$ cat config.mk
export PLATFORM = sky130hd
export DESIGN_NAME = mixbus_ctrl
export DESIGN_NICKNAME = d
export VERILOG_FILES = /design/src/rtl/mb_pkg.sv /design/src/rtl/mb_phase_seq.sv /design/src/rtl/mb_dyn_queue.sv /design/src/rtl/mb_tx_fsm.sv /design/src/rtl/mixbus_ctrl.sv
export SDC_FILE = /design/constraint.sdc
export NUM_CORES = 1
export LEC_CHECK = 0
export CAP_MARGIN = 20
export CORE_UTILIZATION = 45
export DETAILED_ROUTE_END_ITERATION = 8
export HOLD_SLACK_MARGIN = 0.03
export MAX_ROUTING_LAYER = met4
export PLACE_DENSITY = 0.79
export SLEW_MARGIN = 20
export SYNTH_ARGS = -nofsm -noshare
export SYNTH_HDL_FRONTEND = slang
export SYNTH_SLANG_ARGS = --single-unit
$ cat constraint.sdc
create_clock -name clk -period 32.5 [get_ports clk]
set_clock_uncertainty 0.15 [all_clocks]
set_input_delay 4.875 -clock clk [delete_from_list [all_inputs] [get_ports clk]]
set_output_delay 4.875 -clock clk [all_outputs]
set_load 0.01 [all_outputs]
$ cat src/rtl/mb_pkg.sv
package mb_pkg;
    typedef enum logic [1:0] {
        PK_IDLE   = 2'd0,
        PK_STATIC = 2'd1,
        PK_DYN    = 2'd2
    } ph_kind_t;

    typedef enum logic [1:0] {
        S_IDLE   = 2'd0,
        S_TX_ST  = 2'd1,
        S_TX_DYN = 2'd2
    } tx_state_t;
endpackage

$ cat src/rtl/mb_phase_seq.sv
module mb_phase_seq
    import mb_pkg::*;
#(
    parameter int NPH     = 8,
    parameter int LEN_W   = 6,
    parameter int NODE_W  = 3,
    parameter int CYC_LEN = 40,
    localparam int CYC_W  = $clog2(CYC_LEN),
    localparam int IDX_W  = (NPH > 1) ? $clog2(NPH) : 1
) (
    input  logic                    clk,
    input  logic                    rst_n,
    input  logic [NPH-1:0]          cfg_dyn,
    input  logic [NPH*LEN_W-1:0]    cfg_len,
    input  logic [NPH*NODE_W-1:0]   cfg_own,
    output logic [CYC_W-1:0]        cyc_pos,
    output ph_kind_t                ph_kind,
    output logic                    ph_first,
    output logic [LEN_W-1:0]        ph_left,
    output logic [NODE_W-1:0]       ph_own
);
    logic [IDX_W-1:0] idx_q;
    logic [LEN_W-1:0] cnt_q;
    logic             done_q;
    logic [LEN_W-1:0] cur_len;
    logic             active;

    always_comb begin
        cur_len  = cfg_len[idx_q*LEN_W +: LEN_W];
        ph_own   = cfg_own[idx_q*NODE_W +: NODE_W];
        active   = !done_q && (cur_len != '0);
        ph_first = active && (cnt_q == '0);
        ph_left  = active ? (cur_len - cnt_q) : '0;
        if (!active)
            ph_kind = PK_IDLE;
        else if (cfg_dyn[idx_q])
            ph_kind = PK_DYN;
        else
            ph_kind = PK_STATIC;
    end

    always_ff @(posedge clk or negedge rst_n) begin
        if (!rst_n) begin
            cyc_pos <= '0;
            idx_q   <= '0;
            cnt_q   <= '0;
            done_q  <= 1'b0;
        end else if (cyc_pos == CYC_W'(CYC_LEN - 1)) begin
            cyc_pos <= '0;
            idx_q   <= '0;
            cnt_q   <= '0;
            done_q  <= 1'b0;
        end else begin
            cyc_pos <= cyc_pos + 1'b1;
            if (active) begin
                if (cnt_q == cur_len - LEN_W'(1)) begin
                    cnt_q <= '0;
                    if (idx_q == IDX_W'(NPH - 1))
                        done_q <= 1'b1;
                    else
                        idx_q <= idx_q + 1'b1;
                end else begin
                    cnt_q <= cnt_q + 1'b1;
                end
            end
        end
    end
endmodule

$ cat src/rtl/mb_dyn_queue.sv
module mb_dyn_queue #(
    parameter int DEPTH  = 8,
    parameter int PRIO_W = 4,
    parameter int LEN_W  = 6,
    localparam int IW    = (DEPTH > 1) ? $clog2(DEPTH) : 1
) (
    input  logic              clk,
    input  logic              rst_n,
    input  logic              push,
    input  logic [PRIO_W-1:0] push_prio,
    input  logic [LEN_W-1:0]  push_len,
    input  logic              pop,
    output logic              has_msg,
    output logic [PRIO_W-1:0] top_prio,
    output logic [LEN_W-1:0]  top_len
);
    logic [DEPTH-1:0]  vld;
    logic [PRIO_W-1:0] prio_q [DEPTH];
    logic [LEN_W-1:0]  len_q  [DEPTH];
    logic [IW-1:0]     best_idx;
    logic [IW-1:0]     free_idx;
    logic              full;
    logic              push_ok;

    always_comb begin
        best_idx = '0;
        has_msg  = 1'b0;
        top_prio = '0;
        free_idx = '0;
        full     = 1'b1;
        for (int i = 0; i < DEPTH; i++) begin
            if (vld[i] && (!has_msg || prio_q[i] > top_prio)) begin
                best_idx = IW'(i);
                top_prio = prio_q[i];
                has_msg  = 1'b1;
            end
            if (!vld[i] && full) begin
                free_idx = IW'(i);
                full     = 1'b0;
            end
        end
        top_len = has_msg ? len_q[best_idx] : '0;
        push_ok = push && !full && (push_len != '0);
    end

    always_ff @(posedge clk or negedge rst_n) begin
        if (!rst_n) begin
            vld <= '0;
        end else begin
            if (pop && has_msg)
                vld[best_idx] <= 1'b0;
            if (push_ok) begin
                vld[free_idx]    <= 1'b1;
                prio_q[free_idx] <= push_prio;
                len_q[free_idx]  <= push_len;
            end
        end
    end
endmodule

$ cat src/rtl/mb_tx_fsm.sv
module mb_tx_fsm
    import mb_pkg::*;
#(
    parameter int LEN_W   = 6,
    parameter int PRIO_W  = 4,
    parameter int NODE_W  = 3,
    parameter int NODE_ID = 2
) (
    input  logic              clk,
    input  logic              rst_n,
    input  ph_kind_t          ph_kind,
    input  logic              ph_first,
    input  logic [LEN_W-1:0]  ph_left,
    input  logic [NODE_W-1:0] ph_own,
    input  logic              st_ready,
    input  logic              q_has,
    input  logic [PRIO_W-1:0] q_prio,
    input  logic [LEN_W-1:0]  q_len,
    input  logic              peer_req,
    input  logic [PRIO_W-1:0] peer_prio,
    input  logic              bus_busy,
    output logic              bus_req,
    output logic              pop,
    output logic              tx_active,
    output logic              tx_start,
    output logic              tx_done,
    output logic              tx_dyn
);
    tx_state_t        state;
    logic [LEN_W-1:0] cnt_q;
    logic             first_q;
    logic             st_go;
    logic             dyn_cand;
    logic             dyn_win;

    always_comb begin
        st_go    = (state == S_IDLE) && (ph_kind == PK_STATIC) && ph_first &&
                   (ph_own == NODE_W'(NODE_ID)) && st_ready &&
                   (ph_left >= LEN_W'(2));
        dyn_cand = (state == S_IDLE) && (ph_kind == PK_DYN) && !bus_busy &&
                   q_has && (q_len != '0) && (q_len < ph_left);
        dyn_win  = dyn_cand && (!peer_req || (q_prio > peer_prio));
    end

    always_ff @(posedge clk or negedge rst_n) begin
        if (!rst_n) begin
            state   <= S_IDLE;
            cnt_q   <= '0;
            first_q <= 1'b0;
        end else begin
            unique case (state)
                S_IDLE: begin
                    if (st_go) begin
                        state   <= S_TX_ST;
                        cnt_q   <= ph_left - LEN_W'(1);
                        first_q <= 1'b1;
                    end else if (dyn_win) begin
                        state   <= S_TX_DYN;
                        cnt_q   <= q_len;
                        first_q <= 1'b1;
                    end
                end
                S_TX_ST, S_TX_DYN: begin
                    first_q <= 1'b0;
                    cnt_q   <= cnt_q - LEN_W'(1);
                    if (cnt_q == LEN_W'(1))
                        state <= S_IDLE;
                end
                default: state <= S_IDLE;
            endcase
        end
    end

    always_comb begin
        tx_active = (state != S_IDLE);
        tx_dyn    = (state == S_TX_DYN);
        tx_start  = tx_active && first_q;
        tx_done   = tx_active && (cnt_q == LEN_W'(1));
        bus_req   = dyn_cand;
        pop       = dyn_win;
    end
endmodule

$ cat src/rtl/mixbus_ctrl.sv
module mixbus_ctrl
    import mb_pkg::*;
#(
    parameter int NPH     = 8,
    parameter int LEN_W   = 6,
    parameter int NODE_W  = 3,
    parameter int PRIO_W  = 4,
    parameter int QDEPTH  = 8,
    parameter int CYC_LEN = 40,
    parameter int NODE_ID = 2,
    localparam int CYC_W  = $clog2(CYC_LEN)
) (
    input  logic                  clk,
    input  logic                  rst_n,
    input  logic [NPH-1:0]        cfg_dyn,
    input  logic [NPH*LEN_W-1:0]  cfg_len,
    input  logic [NPH*NODE_W-1:0] cfg_own,
    input  logic                  st_ready,
    input  logic                  dq_push,
    input  logic [PRIO_W-1:0]     dq_prio,
    input  logic [LEN_W-1:0]      dq_len,
    input  logic                  peer_req,
    input  logic [PRIO_W-1:0]     peer_prio,
    input  logic                  bus_busy,
    output logic [CYC_W-1:0]      cyc_pos,
    output logic                  bus_req,
    output logic [PRIO_W-1:0]     req_prio,
    output logic                  tx_active,
    output logic                  tx_start,
    output logic                  tx_done,
    output logic                  tx_dyn
);
    ph_kind_t          ph_kind;
    logic              ph_first;
    logic [LEN_W-1:0]  ph_left;
    logic [NODE_W-1:0] ph_own;
    logic              q_has;
    logic [PRIO_W-1:0] q_prio;
    logic [LEN_W-1:0]  q_len;
    logic              q_pop;

    mb_phase_seq #(
        .NPH(NPH), .LEN_W(LEN_W), .NODE_W(NODE_W), .CYC_LEN(CYC_LEN)
    ) u_seq (
        .clk(clk), .rst_n(rst_n),
        .cfg_dyn(cfg_dyn), .cfg_len(cfg_len), .cfg_own(cfg_own),
        .cyc_pos(cyc_pos), .ph_kind(ph_kind), .ph_first(ph_first),
        .ph_left(ph_left), .ph_own(ph_own)
    );

    mb_dyn_queue #(
        .DEPTH(QDEPTH), .PRIO_W(PRIO_W), .LEN_W(LEN_W)
    ) u_queue (
        .clk(clk), .rst_n(rst_n),
        .push(dq_push), .push_prio(dq_prio), .push_len(dq_len),
        .pop(q_pop),
        .has_msg(q_has), .top_prio(q_prio), .top_len(q_len)
    );

    mb_tx_fsm #(
        .LEN_W(LEN_W), .PRIO_W(PRIO_W), .NODE_W(NODE_W), .NODE_ID(NODE_ID)
    ) u_fsm (
        .clk(clk), .rst_n(rst_n),
        .ph_kind(ph_kind), .ph_first(ph_first), .ph_left(ph_left), .ph_own(ph_own),
        .st_ready(st_ready),
        .q_has(q_has), .q_prio(q_prio), .q_len(q_len),
        .peer_req(peer_req), .peer_prio(peer_prio), .bus_busy(bus_busy),
        .bus_req(bus_req), .pop(q_pop),
        .tx_active(tx_active), .tx_start(tx_start), .tx_done(tx_done), .tx_dyn(tx_dyn)
    );

    assign req_prio = bus_req ? q_prio : '0;
endmodule

Yosys cells after proc, flatten, opt, wreduce, memory -nomap -nowiden
Memories as Yosys holds them, arrays and structs flattened. Index checks and enable logic that the tools add are counted.

Magnitude comparators: 15. Reductions and logical operators: 76. Multiply operators: 2. $add $sub $neg: 7. Eq/ne operators: 12. Mux-type cells: 74. Shifts and indexed selects: 2. Bitwise operators: 3.

Operator list (count): $mux 6 (8); $shiftx 48x7->6 (1); $mux 3 (12); $mux 4 (9); $logic_and 1x1->1 (35); $gt 4x4->1 (8); $mux 1 (28); $shiftx 24x6->3 (1); $logic_not 1->1 (18); $mux 2 (9); $reduce_bool 6->1 (3); $sub 6x1->6 const B (3); $mux 8 (2); $add 6x1->6 const B (2); $lt 3x4->1 const B (3); $pmux 6 s2 (1); $mul 3x2->5 const B (2); $reduce_bool 2->1 (5); $and 8x8->8 (1); $logic_or 1x1->1 (8); $not 8->8 (1); $or 8x8->8 (1); $demux 1 s3 (2); $eq 6x1->1 const B (1); 21 further kinds (27).

Memories: 2. Bits in writable memories: 80. Register bits after elaboration: 33.

Memories: u_queue.len_q (words 8, width 6, rd ports 1, clocked after memory_dff 0, write ports 1, RTL line mb_dyn_queue.sv:19) `logic [LEN_W-1:0] len_q [DEPTH];`; u_queue.prio_q (words 8, width 4, rd ports 8, clocked after memory_dff 0, write ports 1, RTL line mb_dyn_queue.sv:18) `logic [PRIO_W-1:0] prio_q [DEPTH];`.

Depth between registers and ports, before layout
An unclocked memory read counts as a cell.

Depth in word-level cells: 40. Mapped depth: 65. Depth with buffers taken out: 56.

Modules after synthesis
From an unflattened synthesis, not the netlist that was laid out.

Cell total of the unflattened synthesis: 708. Area total of the unflattened synthesis: 7902.6 um^2.

Modules (own cells, without submodules): mb_dyn_queue (cells each 396, instances 1, seq. area each 2602.5 um^2, area each 4848.4 um^2); mb_phase_seq (cells each 180, instances 1, seq. area each 400.4 um^2, area each 1905.6 um^2); mb_tx_fsm (cells each 128, instances 1, seq. area each 225.2 um^2, area each 1123.6 um^2); mixbus_ctrl (cells each 4, instances 1, seq. area each 0.0 um^2, area each 25.0 um^2).

Worst setup path after synthesis
No wires, ideal clock.

Kind: register to output. Start point: reg u_queue.vld[0]. End point: out req_prio[1]. Path buffers: 8. Stages on the path, launching flop included: 59. Data arrival time: 12073 ps. Setup slack: 15402 ps. Required time: 27475 ps. Cell sequence: dfrtp_1 buf_2 nand2_1 ha_1 a211oi_1 a21o_1 clkbuf_1 mux2i_1 inv_1 ha_1 nor2b_1 o211ai_1 a31oi_1 clkbuf_1 o21ai_0 ha_1 nor2b_1 o211ai_1 (+23 left out) a21o_1 ha_1 nor2b_1 o211a_1 o311ai_2 nand4_1 nor2_1 a32oi_1 a31oi_1 ha_1 nor2b_1 o21ai_0 nand4_1 or4_1 a21oi_1 o31ai_1 inv_2 and2_1.

Word-level cells in the longest chain between the ends: 35. Elaborated cells between the ends (all ways): 59. Those cells by class: order compare (8); mux (25); reduce/logical (25); memory (1).

RTL lines: from (decl) (RTL line mb_dyn_queue.sv:17) `logic [DEPTH-1:0] vld;`; from (signal assigned) (RTL line mb_dyn_queue.sv:48) `vld <= '0;`; from (signal, indexed assignment) (RTL line mb_dyn_queue.sv:51) `vld[best_idx] <= 1'b0;`; from (signal, indexed assignment) (RTL line mb_dyn_queue.sv:53) `vld[free_idx] <= 1'b1;`; branches (longest 33 deep; another with $gt 4x4->1); $logic_and 1x1->1 * (RTL line mb_tx_fsm.sv:41) `q_has && (q_len != '0) && (q_len < ph_left);`; via bus_req (RTL line mixbus_ctrl.sv:26) `output logic bus_req,`; $mux 4 * (RTL line mixbus_ctrl.sv:72) `assign req_prio = bus_req ? q_prio : '0;`; to (decl) (RTL line mixbus_ctrl.sv:27) `output logic [PRIO_W-1:0] req_prio,`.

Mark *: on every way through the listed nets, which the timed path passes.

Worst setup path after layout
Start point: reg u_queue.vld[0]. End point: out req_prio[1].

Word-level cells in the longest chain between the ends: 35. Elaborated cells between the ends (all ways): 59. Those cells by class: order compare (8); mux (25); reduce/logical (25); memory (1).

RTL lines (RTL line): branches (longest 34 deep; another with $gt 4x4->1); $mux 4 * (mixbus_ctrl.sv:72).

Mark *: on every way between the ends.

==> Flow_metrics.wiki <==
{| class="wikitable"
! Metric !! Value
|-
| Clock transition at path regs || 0.05 ns
|-
| Type of the worst setup path || reg2out
|-
| HPWL Detailed || 14.4 mm
|-
| Routed Antenna Nets || 0
|-
| Total routed wirelength || 18.9 mm
|-
| Number of clock sinks seen by CTS || 113
|-
| Synthesized netlist cell count || 727
|-
| Max Clk Rate || 0.0501 GHz
|-
| Placer congestion estimate || 0.889
|-
| Initial Utilization || 45.9%
|-
| Worst skew pair latency || 0.42 ns
|-
| Ratio of cells with drive above 1 in the final layout || 8.84%
|-
| Worst setup SP type || register
|-
| 1st-pass router iterations || 5
|-
| Critical path required time || 27.47 ns
|-
| Total Die Area || 0.0175 mm2
|-
| Layout Nets || 992
|-
| Synth area leaders || sky130_fd_sc_hd__edfxtp_1 32%, sky130_fd_sc_hd__dfrtp_1 11%, sky130_fd_sc_hd__ha_1 9.2%, sky130_fd_sc_hd__mux4_2 4.1%, sky130_fd_sc_hd__nand2_1 2.9%
|-
| Via count || 6188
|-
| Worst slack at placement || 12.91 ns
|-
| Sequential share of the synthesized area || 42.4%
|-
| Number of H-tree branching levels || 4
|-
| Summed negative setup slack over all endpoints || 0 ns
|-
| GRT Residual Overflow || 0
|-
| Antenna violations before repair || 0
|-
| Worst slew margin || 31.9%
|-
| Global-route total usage across every layer || 22.5%
|-
| Syn_nets || 884
|-
| Maximum number of pins on one net before global-route repair || 36
|-
| Final Hold Vio Count || 0
|-
| Fin worst setup slack || 12.55 ns
|-
| CP Max Fanout || 20
|-
| Clock tree root buffer cell || sky130_fd_sc_hd__clkbuf_16
|-
| Inserted Clock Buffers || 17
|-
| Post-layout minimum cycle time || 19.95 ns
|-
| Largest area contributor in the synthesized netlist || sky130_fd_sc_hd__edfxtp_1
|-
| Post-Layout Inst Area || 0.00948 mm2
|-
| I/O pins || 115
|-
| Hold Crit Class || reg2reg
|-
| Signed area change from the synthesized netlist to the final layout || 24.5%
|-
| Placed inst area || 0.00890 mm2
|-
| Ratio of routed vias to standard cells || 5.79
|-
| Die Height || 132 um
|-
| Netlist area before placement || 0.00762 mm2
|-
| Actual slew at the worst max-slew pin || 1.02 ns
|-
| Number of gates resized after CTS || 0
|-
| Most frequent cell on the critical path || sky130_fd_sc_hd__ha_1
|-
| Count of cell types in the netlist || 86
|-
| Setup repair after global routing missed its margin || no
|-
| Number of buffer cells added on primary ports || 114
|-
| Number of flops mapped to enable cells by yosys || 80
|-
| Initial drt markers || 552
|-
| Top flip-flop cell by instance count after synthesis || sky130_fd_sc_hd__edfxtp_1
|-
| Post-synth top area share || 31.5%
|-
| Nature of the critical path endpoint || primary output
|-
| CTS tree || yes
|-
| Maximum buffer depth of the clock tree || 2
|-
| Mean Syn Cell Area || 10.5 um2
|-
| ANT cells || 0
|-
| Share of synthesized registers carrying an async set or reset || 29.2%
|-
| Post-route clock period utilization || 61.4%
|-
| Final max-slew violation count || 0
|-
| Via count of the first global-routing pass || 5884
|-
| Commonest cells after routing, fill and taps aside || 113 x sky130_fd_sc_hd__clkdlybuf4s50_1, 80 x sky130_fd_sc_hd__edfxtp_1, 59 x sky130_fd_sc_hd__nand2_1
|-
| Status || finished clean
|-
| Final routed DRC violation total || 0
|-
| Number of buffers added to fix hold violations after cts || 0
|-
| Number of setup violations in the final report || 0
|-
| Critical Path Slowest Stage Cell || sky130_fd_sc_hd__a31oi_1
|-
| Width of the die || 132 um
|-
| Number of synthesized register bits || 113
|-
| Setup Fix Bufs, Post-CTS || 0
|-
| Rows || 47
|-
| Area of the placeable core || 0.0166 mm2
|-
| CP arrival || 14.92 ns
|-
| Wirelength per Cell || 17.7 um
|-
| Warnings, synthesis || 0
|-
| Count of maximum capacitance violations || 0
|-
| Crit path largest cell delay || 0.77 ns
|-
| Most frequent standard cell in the layout excluding fill and tap cells || sky130_fd_sc_hd__clkdlybuf4s50_1
|-
| Global-route wire length before repair || 29.8 mm
|}
-- synthesized netlist by cell type (7+ instances only) --
| master | instances |
|---|---|
| sky130_fd_sc_hd__and3_1 | 8 |
| sky130_fd_sc_hd__o211ai_1 | 9 |
| sky130_fd_sc_hd__xor2_1 | 9 |
| sky130_fd_sc_hd__o31ai_1 | 8 |
| sky130_fd_sc_hd__nand2b_1 | 9 |
| sky130_fd_sc_hd__clkbuf_1 | 13 |
| sky130_fd_sc_hd__edfxtp_1 | 80 |
| sky130_fd_sc_hd__a21o_1 | 13 |
| sky130_fd_sc_hd__nor3_1 | 14 |
| sky130_fd_sc_hd__a211oi_1 | 7 |
| sky130_fd_sc_hd__xnor2_1 | 11 |
| sky130_fd_sc_hd__o21ai_0 | 30 |
| sky130_fd_sc_hd__nor2b_1 | 10 |
| sky130_fd_sc_hd__inv_1 | 52 |
| sky130_fd_sc_hd__nand3_1 | 19 |
| sky130_fd_sc_hd__nand2_1 | 59 |
| sky130_fd_sc_hd__a21oi_1 | 25 |
| sky130_fd_sc_hd__o22ai_1 | 7 |
| sky130_fd_sc_hd__ha_1 | 56 |
| sky130_fd_sc_hd__dfrtp_1 | 33 |
| sky130_fd_sc_hd__and2_1 | 11 |
| sky130_fd_sc_hd__mux4_2 | 14 |
| sky130_fd_sc_hd__o21ai_1 | 12 |
| sky130_fd_sc_hd__nand4_1 | 9 |
| sky130_fd_sc_hd__mux2i_1 | 20 |
| sky130_fd_sc_hd__nor2_1 | 50 |
-- layout make-up --
type	count	area [um2]
flip-flops and latches	113	3230
multi-input cells	533	4040
well taps	220	275
fillers	1417	7100
inverters	53	199
clock inverters	14	146
clock buffers	18	429
repair buffers	117	1160
-- stage by stage --
stage / util [%] / cells / hold slack (ns)
floorplan: - / 727 / 0.343
finish: 57.2 / 1068 / 0.379
detailed placement: 53.6 / 1036 / 0.369
CTS: 57.1 / 1068 / 0.378
global route: 57.2 / 1068 / 0.410
global placement: 53.6 / 1036 / 0.363
-- kinds of logic after synthesis --
group / count (synthesis) / share of synthesized area, %
and+or+nand+nor: 228 / 15.6
AOI/OAI and AO/OA: 190 / 18.3
DFF: 113 / 42.4
buffers and inverters: 81 / 4.65
adders and majority gates: 57 / 9.46
muxes: 38 / 7.36
xor gates and xnor gates: 20 / 2.30
-- flip-flops by register name (all words and copies together), names as in the netlist --
signal,count
u_queue.len_q,48
u_queue.prio_q,32
u_queue.vld,8
u_fsm.cnt_q,6
u_seq.cnt_q,6
u_seq.cyc_pos,6
u_seq.idx_q,3
u_fsm.state,2
u_fsm.first_q,1
u_seq.done_q,1
-- path summary, 6_finish.rpt --
path	startpoint	end	slack [ns]	depth (start not counted)
worst max-delay path	u_queue.vld[0]	req_prio[1]	12.55	53
min in group asynchronous	rst_n	u_seq.idx_q[0]	4.36	2
worst min register to register	u_seq.cyc_pos[4]	u_seq.cyc_pos[4]	0.38	1
max in group asynchronous	rst_n	u_queue.vld[0]	27.49	2
worst max register to register	u_queue.vld[0]	u_fsm.cnt_q[0]	17.64	52
worst min-delay path	u_seq.cyc_pos[4]	u_seq.cyc_pos[4]	0.38	1
-- layer usage --
layer | vias to the layer above | wire [um] | track usage, %
met1 | 2952 | 8340 | 28.7
met4 | 0 | 316 | 7.11
li1 | 2985 | - | -
met2 | 217 | 9160 | 35.4
met3 | 34 | 1040 | 5.11
met5 | - | 0 | -
-- critical path: cells and delay by family (launching register included) --
kind | cells | cell delay [ns]
fa+ha+maj | 8 | 2.49
mux | 1 | 0.31
flops | 1 | 0.61
compound gates | 23 | 7.31
buf+inv | 4 | 0.96
simple gates | 17 | 2.77
Power is left out: the tool's default activity adds up to more than one toggle a clock period on the data nets, which glitch-free logic cannot reach.
